### config.mk
export PLATFORM = sky130hd
export DESIGN_NAME = intr_lvl_ctrl
export DESIGN_NICKNAME = d
export VERILOG_FILES = /design/src/rtl/intr_lvl_pkg.sv /design/src/rtl/intr_lvl_map.sv /design/src/rtl/intr_lvl_prio.sv /design/src/rtl/intr_lvl_regs.sv /design/src/rtl/intr_lvl_ctrl.sv
export SDC_FILE = /design/constraint.sdc
export NUM_CORES = 1
export LEC_CHECK = 0
export BUFFER_PORTS_ARGS = -buffer_cell sky130_fd_sc_hd__buf_4
export CORE_MARGIN = 5
export CORE_UTILIZATION = 45
export DETAILED_ROUTE_END_ITERATION = 8
export PLACE_DENSITY = 0.68
export SLEW_MARGIN = 20
export SYNTH_ARGS = -nofsm -noshare
export SYNTH_HDL_FRONTEND = slang
export SYNTH_SLANG_ARGS = --single-unit
export TNS_END_PERCENT = 1
### constraint.sdc
create_clock -name clk -period 1.3 [get_ports clk]
set_input_delay 0.195 -clock clk [delete_from_list [all_inputs] [get_ports clk]]
set_output_delay 0.195 -clock clk [all_outputs]
set_load 0.05 [all_outputs]
### src/rtl/intr_lvl_pkg.sv
package intr_lvl_pkg;

  localparam int NSRC = 13;
  localparam int DW   = 16;
  localparam int AW   = 6;
  localparam int LW   = 4;

  localparam logic [LW-1:0] LVL_NONE = LW'((1 << LW) - 1);

  // Pending/mask bit position of the source at a given priority level.
  function automatic int src_bit(int lvl);
    case (lvl)
      0:       return 11;
      1:       return 9;
      2:       return 8;
      3:       return 12;
      4:       return 10;
      5:       return 6;
      6:       return 5;
      7:       return 4;
      8:       return 7;
      9:       return 14;
      10:      return 13;
      11:      return 0;
      12:      return 15;
      default: return 0;
    endcase
  endfunction

  // Lowest set index of the active vector; LVL_NONE if nothing is set.
  function automatic logic [LW-1:0] pick_lowest(logic [NSRC-1:0] act);
    logic [LW-1:0] r;
    r = LVL_NONE;
    for (int k = NSRC - 1; k >= 0; k--) begin
      if (act[k]) r = LW'(k);
    end
    return r;
  endfunction

  // Output coding: the chosen level inverted bit by bit.
  function automatic logic [LW-1:0] encode_lvl(logic [LW-1:0] lvl);
    return lvl ^ LVL_NONE;
  endfunction

endpackage

### src/rtl/intr_lvl_map.sv
module intr_lvl_map
  import intr_lvl_pkg::*;
(
  input  logic [NSRC-1:0] req_i,
  output logic [DW-1:0]   pend_o
);

  // Pending vector is a pure scatter of the live request levels.
  always_comb begin
    pend_o = '0;
    for (int k = 0; k < NSRC; k++) begin
      pend_o[src_bit(k)] = req_i[k];
    end
  end

endmodule

### src/rtl/intr_lvl_prio.sv
module intr_lvl_prio
  import intr_lvl_pkg::*;
(
  input  logic            clk,
  input  logic            rst_n,
  input  logic [DW-1:0]   pend_i,
  input  logic [DW-1:0]   mask_i,
  output logic [NSRC-1:0] act_o,
  output logic [LW-1:0]   lvl_o
);

  // Per-level qualification: pending and enabled at the same position.
  for (genvar k = 0; k < NSRC; k++) begin : g_act
    localparam int BP = src_bit(k);
    assign act_o[k] = pend_i[BP] & mask_i[BP];
  end

  logic [LW-1:0] lvl_d;
  assign lvl_d = encode_lvl(pick_lowest(act_o));

  always_ff @(posedge clk or negedge rst_n) begin
    if (!rst_n) lvl_o <= '0;
    else        lvl_o <= lvl_d;
  end

endmodule

### src/rtl/intr_lvl_regs.sv
module intr_lvl_regs
  import intr_lvl_pkg::*;
#(
  parameter logic [AW-1:0] OFS_MASK  = 6'h00,
  parameter logic [AW-1:0] OFS_PWR   = 6'h30,
  parameter logic [AW-1:0] OFS_VER   = 6'h32,
  parameter logic [AW-1:0] OFS_OPORT = 6'h36,
  parameter logic [DW-1:0] VER_VAL   = 16'h0010
)(
  input  logic          clk,
  input  logic          rst_n,
  input  logic          bus_sel,
  input  logic          bus_we,
  input  logic [AW-1:0] bus_addr,
  input  logic [DW-1:0] bus_wdata,
  output logic [DW-1:0] bus_rdata,
  output logic [DW-1:0] mask_o
);

  logic [DW-1:0] mask_q, pwr_q, oport_q;
  logic          wr_en, rd_en;
  logic          hit_mask, hit_pwr, hit_oport, hit_ver;
  logic [DW-1:0] rd_mux;

  assign wr_en     = bus_sel &  bus_we;
  assign rd_en     = bus_sel & ~bus_we;
  assign hit_mask  = (bus_addr == OFS_MASK);
  assign hit_pwr   = (bus_addr == OFS_PWR);
  assign hit_oport = (bus_addr == OFS_OPORT);
  assign hit_ver   = (bus_addr == OFS_VER);

  always_ff @(posedge clk or negedge rst_n) begin
    if (!rst_n) begin
      mask_q  <= '0;
      pwr_q   <= '0;
      oport_q <= '0;
    end else if (wr_en) begin
      if (hit_mask)  mask_q  <= bus_wdata;
      if (hit_pwr)   pwr_q   <= bus_wdata;
      if (hit_oport) oport_q <= bus_wdata;
    end
  end

  always_comb begin
    rd_mux = '0;
    if (hit_mask)  rd_mux = mask_q;
    if (hit_pwr)   rd_mux = pwr_q;
    if (hit_oport) rd_mux = oport_q;
    if (hit_ver)   rd_mux = VER_VAL;
  end

  always_ff @(posedge clk or negedge rst_n) begin
    if (!rst_n)     bus_rdata <= '0;
    else if (rd_en) bus_rdata <= rd_mux;
    else            bus_rdata <= '0;
  end

  assign mask_o = mask_q;

endmodule

### src/rtl/intr_lvl_ctrl.sv
module intr_lvl_ctrl
  import intr_lvl_pkg::*;
#(
  parameter logic [DW-1:0] VER_VAL = 16'h0010
)(
  input  logic            clk,
  input  logic            rst_n,
  input  logic [NSRC-1:0] req_i,
  input  logic            bus_sel,
  input  logic            bus_we,
  input  logic [AW-1:0]   bus_addr,
  input  logic [DW-1:0]   bus_wdata,
  output logic [DW-1:0]   bus_rdata,
  output logic [LW-1:0]   lvl_o
);

  logic [DW-1:0]   pend_w;
  logic [DW-1:0]   mask_q;
  logic [NSRC-1:0] act_w;

  intr_lvl_map u_map (
    .req_i  (req_i),
    .pend_o (pend_w)
  );

  intr_lvl_regs #(.VER_VAL(VER_VAL)) u_regs (
    .clk       (clk),
    .rst_n     (rst_n),
    .bus_sel   (bus_sel),
    .bus_we    (bus_we),
    .bus_addr  (bus_addr),
    .bus_wdata (bus_wdata),
    .bus_rdata (bus_rdata),
    .mask_o    (mask_q)
  );

  intr_lvl_prio u_prio (
    .clk    (clk),
    .rst_n  (rst_n),
    .pend_i (pend_w),
    .mask_i (mask_q),
    .act_o  (act_w),
    .lvl_o  (lvl_o)
  );

endmodule

==> flow_summary.yaml, run 1 <==
die:
  die_y_um: 89.0
  start_util_pct: 46.9
  chipWidth_um: 89.0
  ports: 59
  floorplan.die_area_mm2: 0.00792
  floorplan.rows: 28
  floorplan.core_area_mm2: 0.00599
routing:
  detail_route.drc_violations: 0
  routed_via_density: 5.64
  detailedRoute.firstIterationViolations: 187
  final_antenna_net_count: 0
  routed_wirelength_um: 6820
  drt_pass1_iterations: 5
  final_routed_wire_length_divided_by_cell_count_um: 18.9
  via_count: 2036
placement:
  place.port_buffers: 58
  dpl-instance-area_mm2: 0.00345
  globalplace.congestion: 0.814
  hpwl_um: 4540
final_layout:
  commonest_cells_after_routing_fill_and_taps_aside: "69 x buf_4, 67 x dfrtp_1, 22 x mux2_2, 18 x mux2_4, 17 x nor2_1"
  final_core_util_pct: 62.0
  area_growth_pct: 32.3
  design_area_mm2: 0.00371
  drive_above_1_share_pct: 47.9
  insertedDiodeCount: 0
  mostFrequentLayoutCell: "buf_4"
  fin_nets: 320
synth:
  post_synth_instance_area_mm2: 0.00281
  syn_avg_cell_area_um2: 13.7
  cell_type_contributing_the_most_total_cell_area_after_synthesis: "dfrtp_1"
  synthMuxAreaShare_pct: 19.3
  yosys.area_share.simple_pct: 9.00
  syn_nets: 244
  synth_enable_flop_cells: 0
  synth_fa_ha_area_share_pct: 0
  synth_compound_area_share_pct: 9.05
  synth-warning-count: 0
  postSynth.asyncResetShare_pct: 100
  post_synth_main_area_contributors: "dfrtp_1 61%, mux2_2 15%, a222oi_1 5.7%"
  dominant_combinational_cell_family_by_area_after_synthesis: "multiplexers"
  synthCells: 205
  yosysUniqueCellTypes: 31
  post_synth_xor_xnor_area_pct: 0
  synth.yosys.seq_area_share_pct: 60.6
  synthDominantCellAreaShare_pct: 60.6
  synth-seq-cells: 68
  dominantRegCellSynth: "dfrtp_1"
timing:
  rsz0062_at_grt: "true"
  worst_slack_ps: -186
  clock_skew_ps: 7.07
  total_neg_setup_slack_ps: -4730
  whs_ps: 65.0
  layout_worst_path_cycle_share_pct: 114
  timing.final.hold_violations: 0
  max_freq_ghz: 0.673
  timing_max_transition_violations_final: 0
  finalSetupViolations: 32
  post-route-min-period_ps: 1490
  max_slew.worst_pin.slew_ps: 347
  relSlewSlack_pct: 76.8
grt:
  globalRouteTotalUtil_pct: 19.1
  grt.overflow.total: 0
  grt_first_pass_wirelength_um: 11100
  grt_antenna_before_repair: 0
  grt_start_max_net_pins: 39
  via_count_of_the_first_global_routing_pass: 2128
run_status:
  outcome: "finished, violations left"
  violations: "negative setup slack"
clock_network:
  library_cell_used_as_clock_root_buffer: "clkbuf_8"
  clkLatencyLatePin_ps: 350
  clock_tree.buffer_depth: 2
  clock_tree_from_tritoncts: "built"
  cts_inserted_buffers: 9
  cts_sink_cnt: 68
  clock_tree.htree_level_count: 3
  clkSlewWorstSetupHoldPaths_ps: 80
flow_run:
  maxCapViolCount: 0
worst_setup_path:
  critPathMaxFanout: 16
  critical_path_required_ps: 1540
  critPathMaxStageDelay_ps: 550
  timing.critical_path.cells: "buf_4, or4_4, nor3_4, and3_4, buf_12, mux2_2"
  crit_path_top_delay_cell: "or4_4"
  setup.worst_path.end_class: "flop"
  path_delay_family: "simple AND/OR/NAND/NOR gates"
  timing.setup.critical_path_class: "input pin to flop"
  critPathLaunchType: "input pin"
  cp_num_buf_inv: 2
  crit_arrival_ps: 1720
pwr:
  static-leakage-power_nw: 1.84
  power.density_mw_per_mm2: 1210
  worst_ir_drop_vdd_mv: 0.773
hold_path:
  min-delay-path-class: "input pin to flop"
-- per-stage QoR --
step           std cells  setup WS (ps)  total power [mW]
6_report             361           -186              4.50
5_1_grt              361           -214              4.70
4_1_cts              361           -175              4.52
3_5_place_dp         344           -583              2.99
3_3_place_gp         344           -560              2.97
2_1_floorplan        205           -576              2.69
-- cell families after synthesis --
family                 count (synthesis)
AOI/OAI and AO/OA                     29
buffers and inverters                 10
DFF                                   68
muxes                                 48
and+or+nand+nor                       50
-- path summary, 6_finish.rpt --
check                                                   start                             end  slack (ps)  cells after the start
worst max-delay path                              bus_addr[1]    u_regs.mask_o[1]$_DFFE_PN0P_        -190                      6
min in group asynchronous                               rst_n  u_regs.bus_rdata[13]$_DFF_PN0_         220                      2
worst min register to register  u_regs.oport_q[4]$_DFFE_PN0P_   u_regs.oport_q[4]$_DFFE_PN0P_         500                      1
worst min-delay path                                 req_i[1]       u_prio.lvl_o[0]$_DFF_PN0_          60                      2
worst max register to register  u_regs.mask_o[13]$_DFFE_PN0P_       u_prio.lvl_o[0]$_DFF_PN0_          60                      4
max in group asynchronous                               rst_n  u_regs.bus_rdata[14]$_DFF_PN0_         570                      3
-- synth_stat cells, types with 2 or more instances --
cell and instances:
nand2_1 15, clkbuf_1 4, a22o_1 2, buf_2 2
nand4_1 2, nor2_1 17, mux2_2 38, buf_4 3
a222oi_1 16, mux2_1 10, dfrtp_1 68, a21oi_1 3
and3_1 3, nor2b_1 2, nand3_1 4
-- timing repair --
| action | CTS | global route |
|---|---|---|
| setup buffers | 0 | 0 |
| pin swaps | 0 | 1 |
| hold buffers | 1 | 0 |
| endpoints found under the hold margin | 68 | 0 |
| endpoints found under the setup margin | 32 | 36 |
| gates resized for setup | 16 | 7 |
-- report_power, final --
part	switching [mW]	internal, mW
logic	0.324	0.305
clock network	0.824	0.687
registers	0.0912	2.27
-- state kept, by name (all words and copies together) (netlist names) --
| name | count |
|---|---|
| u_regs.mask_o | 16 |
| u_regs.oport_q | 16 |
| u_regs.bus_rdata | 16 |
| u_prio.lvl_o | 4 |
| u_regs.pwr_q | 16 |
-- layer usage --
layer  up-vias  part of all wire, %  wire [um]  GRT usage (%)
met5         -                    0          0              0
met4         0                  1.7        118           8.93
met3        12                  6.4        436           3.78
met2        65                   49       3340           31.1
met1      1032                   43       2920           24.8
li1        927                    -          -              -
-- final cells by class --
type / count / area [um2]
Multi-Input combinational cell: 127 / 1130
Clock buffer: 10 / 128
Fill cell: 473 / 2280
Sequential cell: 68 / 1700
Timing Repair Buffer: 75 / 619
Tap cell: 75 / 93.8
Clock inverter: 6 / 41.3
No activity file was read; power rests on OpenSTA's default activity.
==> run 2: changes to the inputs <==
Settings changed: RECOVER_POWER set to 50.
==> run 2 against run 1 <==
Against the previous run: the run still ends with negative setup slack left; first-iteration DRC count is 4.8% higher; die area unchanged; utilization is 0.21 points lower; global-route usage unchanged; setup slack improved by 1.1 ps; wire length rose by 0.92%; combinational power fell by 0.8%; highest routed layer unchanged.
==> flow_summary.yaml, run 2 (synthesis results as in run 1) <==
run_status:
  outcome: "finished, violations left"
  violations: "negative setup slack"
worst_setup_path:
  critPathLaunchType: "input pin"
  reg2reg_depth: 4
  timing.setup.critical_path_class: "input pin to flop"
  crit_arrival_ps: 1720
  setup.worst_path.end_class: "flop"
  cp_num_buf_inv: 2
  path_delay_family: "simple AND/OR/NAND/NOR gates"
  timing.critical_path.cells: "buf_4, or4_4, nor3_4, and3_4, buf_12, mux2_2"
  worst-r2r-setup-slack_ps: 60
  critPathMaxFanout: 16
  critical_path_required_ps: 1530
  regToRegEndpoint: "u_prio.lvl_o[1]$_DFF_PN0_"
  critPathMaxStageDelay_ps: 550
  crit_path_top_delay_cell: "or4_4"
  reg2reg_from: "u_regs.mask_o[14]$_DFFE_PN0P_"
hold_path:
  hold_depth: 2
  min-delay-start: "req_i[1]"
  min-delay-path-class: "input pin to flop"
  hold_end: "u_prio.lvl_o[0]$_DFF_PN0_"
timing:
  max_freq_ghz: 0.673
  finalSetupViolations: 32
  worst_slack_ps: -185
  layout_worst_path_cycle_share_pct: 114
  rsz0062_at_grt: "true"
  max_slew.worst_pin.slew_ps: 646
  timing.final.hold_violations: 0
  relSlewSlack_pct: 56.9
  post-route-min-period_ps: 1490
  timing_max_transition_violations_final: 0
  clock_skew_ps: 7.26
grt:
  via_count_of_the_first_global_routing_pass: 2128
  grt_start_max_net_pins: 39
  grt_first_pass_wirelength_um: 11100
  grt_antenna_before_repair: 0
  grt.overflow.total: 0
  globalRouteTotalUtil_pct: 19.1
clock_network:
  clkSlewWorstSetupHoldPaths_ps: 70
  cts_inserted_buffers: 9
  postCtsSetupBuffers: 0
  clock_tree_from_tritoncts: "built"
  cts_sink_cnt: 68
  clkLatencyLatePin_ps: 350
  library_cell_used_as_clock_root_buffer: "clkbuf_8"
  clock_tree.buffer_depth: 2
  clock_tree.htree_level_count: 3
placement:
  place.port_buffers: 58
  hpwl_um: 4540
  globalplace.congestion: 0.814
  post-place-ws_ps: -583
final_layout:
  insertedDiodeCount: 0
  final-seq-area_mm2: 0.00170
  mostFrequentLayoutCell: "buf_4"
  commonest_cells_after_routing_fill_and_taps_aside: "68 x buf_4, 67 x dfrtp_1, 22 x mux2_2, 18 x mux2_4, 17 x nor2_1"
  drive_above_1_share_pct: 47.6
  multi_input_area_mm2: 0.00113
  fill_cells: 476
  area_growth_pct: 31.8
  fin_nets: 320
routing:
  final_routed_wire_length_divided_by_cell_count_um: 19.1
  routed_via_density: 5.65
  final_antenna_net_count: 0
  via_count: 2040
  drt_pass1_iterations: 5
  detailedRoute.firstIterationViolations: 196
  routed_wirelength_um: 6880
  detail_route.drc_violations: 0
die:
  ports: 59
  floorplan.die_area_mm2: 0.00792
  floorplan.core_area_mm2: 0.00599
  die_y_um: 89.0
  floorplan.rows: 28
  start_util_pct: 46.9
  chipWidth_um: 89.0
pwr:
  design_power_total_mw: 4.50
  worst_ir_drop_vdd_mv: 0.773
  static-leakage-power_nw: 1.83
  power.density_mw_per_mm2: 1220
flow_run:
  maxCapViolCount: 0
-- run 2: final cells by class --
class / count / share of cell area, %
repair buffers: 75 / 16.4
clock buffers: 10 / 3.45
multi-input cells: 127 / 30.5
well taps: 75 / 2.54
clock inverters: 6 / 1.12
flip-flops and latches: 68 / 46.0
-- run 2: per-stage QoR --
| step | TNS [ps] | hold WS (ps) | util, % | std cells | area, um2 |
|---|---|---|---|---|---|
| floorplan | -21170 | -101 | - | 205 | 2810 |
| global placement | -23930 | 44.7 | 57.6 | 344 | 3450 |
| detailed placement | -24980 | 45.0 | 57.6 | 344 | 3450 |
| CTS | -4690 | 53.7 | 61.6 | 361 | 3690 |
| global route | -7090 | 64.9 | 61.8 | 361 | 3700 |
| finish | -4750 | 67.6 | 61.8 | 361 | 3700 |
-- run 2: how the worst max path moves through the flow --
stage / end / slack, ps / startpoint / depth (start not counted)
5_1_grt: u_regs.mask_o[4]$_DFFE_PN0P_ / -210 / bus_addr[0] / 6
2_1_floorplan: u_regs.mask_o[10]$_DFFE_PN0P_ / -580 / bus_addr[0] / 6
6_report: u_regs.mask_o[3]$_DFFE_PN0P_ / -190 / bus_addr[1] / 6
4_1_cts: u_regs.mask_o[3]$_DFFE_PN0P_ / -170 / bus_addr[0] / 6
3_5_place_dp: u_regs.mask_o[3]$_DFFE_PN0P_ / -580 / bus_addr[0] / 6
3_3_place_gp: u_regs.mask_o[3]$_DFFE_PN0P_ / -560 / bus_addr[0] / 6
-- run 2: report_power, final --
part | total [mW] | switching, mW | internal [mW]
Clock | 1.52 | 0.833 | 0.688
Combinational | 0.624 | 0.324 | 0.301
Sequential | 2.36 | 0.0910 | 2.27
Total | 4.50 | 1.25 | 3.26
-- run 2: timing repair --
action                     in CTS  in global routing
pin swaps                       0                  1
resized for setup              16                  7
setup endpoints to repair      32                 36
hold buffers                    1                  0
hold endpoints to repair       68                  0
-- run 2: per-layer routing --
layer | vias up | track usage [%] | part of all wire, %
li1 | 926 | - | -
met1 | 1033 | 24.8 | 42
met2 | 69 | 31.1 | 49
met3 | 12 | 3.78 | 6.7
met4 | 0 | 8.93 | 1.8
met5 | - | 0 | 0
==> run 3: changes to the inputs <==
Settings changed: MAX_ROUTING_LAYER set to met4.
==> run 3 against run 2 <==
Against the previous run: the flow still finishes with violations (negative setup slack); global-route usage increased by 0.59 points; wire length decreased by 0.23%; first-iteration DRC count decreased by 2.0%; critical endpoint unchanged.
==> flow_summary.yaml, run 3 (synthesis results as in run 1) <==
clock_network:
  clock_tree.htree_level_count: 3
  clkLatencyLatePin_ps: 350
  cts_sink_cnt: 68
  library_cell_used_as_clock_root_buffer: "clkbuf_8"
  clock_tree_from_tritoncts: "built"
  clock_tree.buffer_depth: 2
  postCtsSetupBuffers: 0
  clkSlewWorstSetupHoldPaths_ps: 70
  cts_inserted_buffers: 9
timing:
  worst_slack_ps: -185
  clock_skew_ps: 7.46
  total_neg_setup_slack_ps: -4690
  timing.final.hold_violations: 0
  max_slew.worst_pin.slew_ps: 647
  max_freq_ghz: 0.674
  relSlewSlack_pct: 56.8
  timing_max_transition_violations_final: 0
  layout_worst_path_cycle_share_pct: 114
  finalSetupViolations: 32
  rsz0062_at_grt: "true"
  whs_ps: 66.4
  post-route-min-period_ps: 1480
worst_setup_path:
  regToRegEndpoint: "u_prio.lvl_o[1]$_DFF_PN0_"
  reg2reg_depth: 4
  timing.setup.critical_path_class: "input pin to flop"
  critPathMaxFanout: 16
  critical_path.endpoint: "u_regs.mask_o[3]$_DFFE_PN0P_"
  reg2reg_from: "u_regs.mask_o[14]$_DFFE_PN0P_"
  crit_arrival_ps: 1720
  critPathLaunch: "bus_addr[1]"
  critical_path_required_ps: 1530
  setup.worst_path.end_class: "flop"
  worst-r2r-setup-slack_ps: 60
  critPathLaunchType: "input pin"
routing:
  final_routed_wire_length_divided_by_cell_count_um: 19.0
  via_count: 2034
  routed_via_density: 5.63
  routed_wirelength_um: 6870
  detailedRoute.firstIterationViolations: 192
  final_antenna_net_count: 0
  drt_pass1_iterations: 9
  detail_route.drc_violations: 0
pwr:
  power.density_mw_per_mm2: 1220
  worst_ir_drop_vdd_mv: 0.774
  static-leakage-power_nw: 1.83
die:
  chipWidth_um: 89.0
  floorplan.rows: 28
  ports: 59
  floorplan.core_area_mm2: 0.00599
  floorplan.die_area_mm2: 0.00792
  start_util_pct: 46.9
  die_y_um: 89.0
final_layout:
  commonest_cells_after_routing_fill_and_taps_aside: "68 x buf_4, 67 x dfrtp_1, 22 x mux2_2, 18 x mux2_4, 17 x nor2_1"
  area_growth_pct: 31.8
  fill_cells: 476
  fin_nets: 320
  insertedDiodeCount: 0
  final_core_util_pct: 61.8
  mostFrequentLayoutCell: "buf_4"
  drive_above_1_share_pct: 47.6
  stdcell_count: 361
flow_run:
  maxCapViolCount: 0
run_status:
  outcome: "finished, violations left"
  violations: "negative setup slack"
placement:
  place.detailed.instances: 344
  globalplace.congestion: 0.826
  place.port_buffers: 58
  hpwl_um: 4540
grt:
  grt_first_pass_wirelength_um: 11100
  globalRouteTotalUtil_pct: 19.7
  grt.overflow.total: 0
  via_count_of_the_first_global_routing_pass: 2139
  grt_antenna_before_repair: 0
  grt_start_max_net_pins: 39
hold_path:
  min-delay-path-class: "input pin to flop"
## run 3: cell counts in the layout (fill, tap and decap cells not counted)
No cell type changed its count.
## run 3: layer usage
metal | part of all wire, % | global-route usage, % | vias to the layer above
li1 | - | - | 926
met5 | 0 | - | -
met2 | 50 | 31.2 | 69
met1 | 41 | 24.8 | 1027
met4 | 2.0 | 8.93 | 0
met3 | 7.1 | 3.69 | 12
## run 3: worst max-delay path, cell delays in order
cell and delay (ps):
buf_4 110, or4_4 550, nor3_4 140, and3_4 210, buf_12 150, mux2_2 340
## run 3: repair_timing
item | 4_1_cts | 5_1_grt
pin swaps | 0 | 1
setup endpoints to repair | 32 | 36
resized for setup | 16 | 7
hold buffers | 1 | 0
endpoints found under the hold margin | 68 | 0
## run 3: area by class of cell
type                       count  area, um2  area share [%]
sequential                    68       1700            46.0
multi-input combinational    127       1130            30.5
timing repair buffer          75        607            16.4
clock buffer                  10        128            3.45
tap                           75       93.8            2.54
clock inverter                 6       41.3            1.12
## run 3: worst min-delay path by stage
stage | start | endpoint | slack [ps] | cells past startpoint
floorplan | rst_n | u_prio.lvl_o[0]$_DFF_PN0_ | -100 | 0
global placement | rst_n | u_regs.bus_rdata[13]$_DFF_PN0_ | 40 | 1
detailed placement | rst_n | u_regs.bus_rdata[13]$_DFF_PN0_ | 50 | 1
CTS | req_i[1] | u_prio.lvl_o[0]$_DFF_PN0_ | 50 | 2
global route | req_i[1] | u_prio.lvl_o[0]$_DFF_PN0_ | 60 | 2
finish | req_i[1] | u_prio.lvl_o[0]$_DFF_PN0_ | 70 | 2
## run 3: power breakdown
group,internal (mW),switching (mW)
clock network,0.687,0.830
registers,2.27,0.0908
logic,0.301,0.324
## run 3: metrics by stage
step	setup slack, ps	area, um2	power [mW]
2_1_floorplan	-576	2810	2.69
3_3_place_gp	-560	3450	2.97
3_5_place_dp	-583	3450	2.99
4_1_cts	-175	3690	4.52
5_1_grt	-214	3700	4.69
6_report	-185	3700	4.50
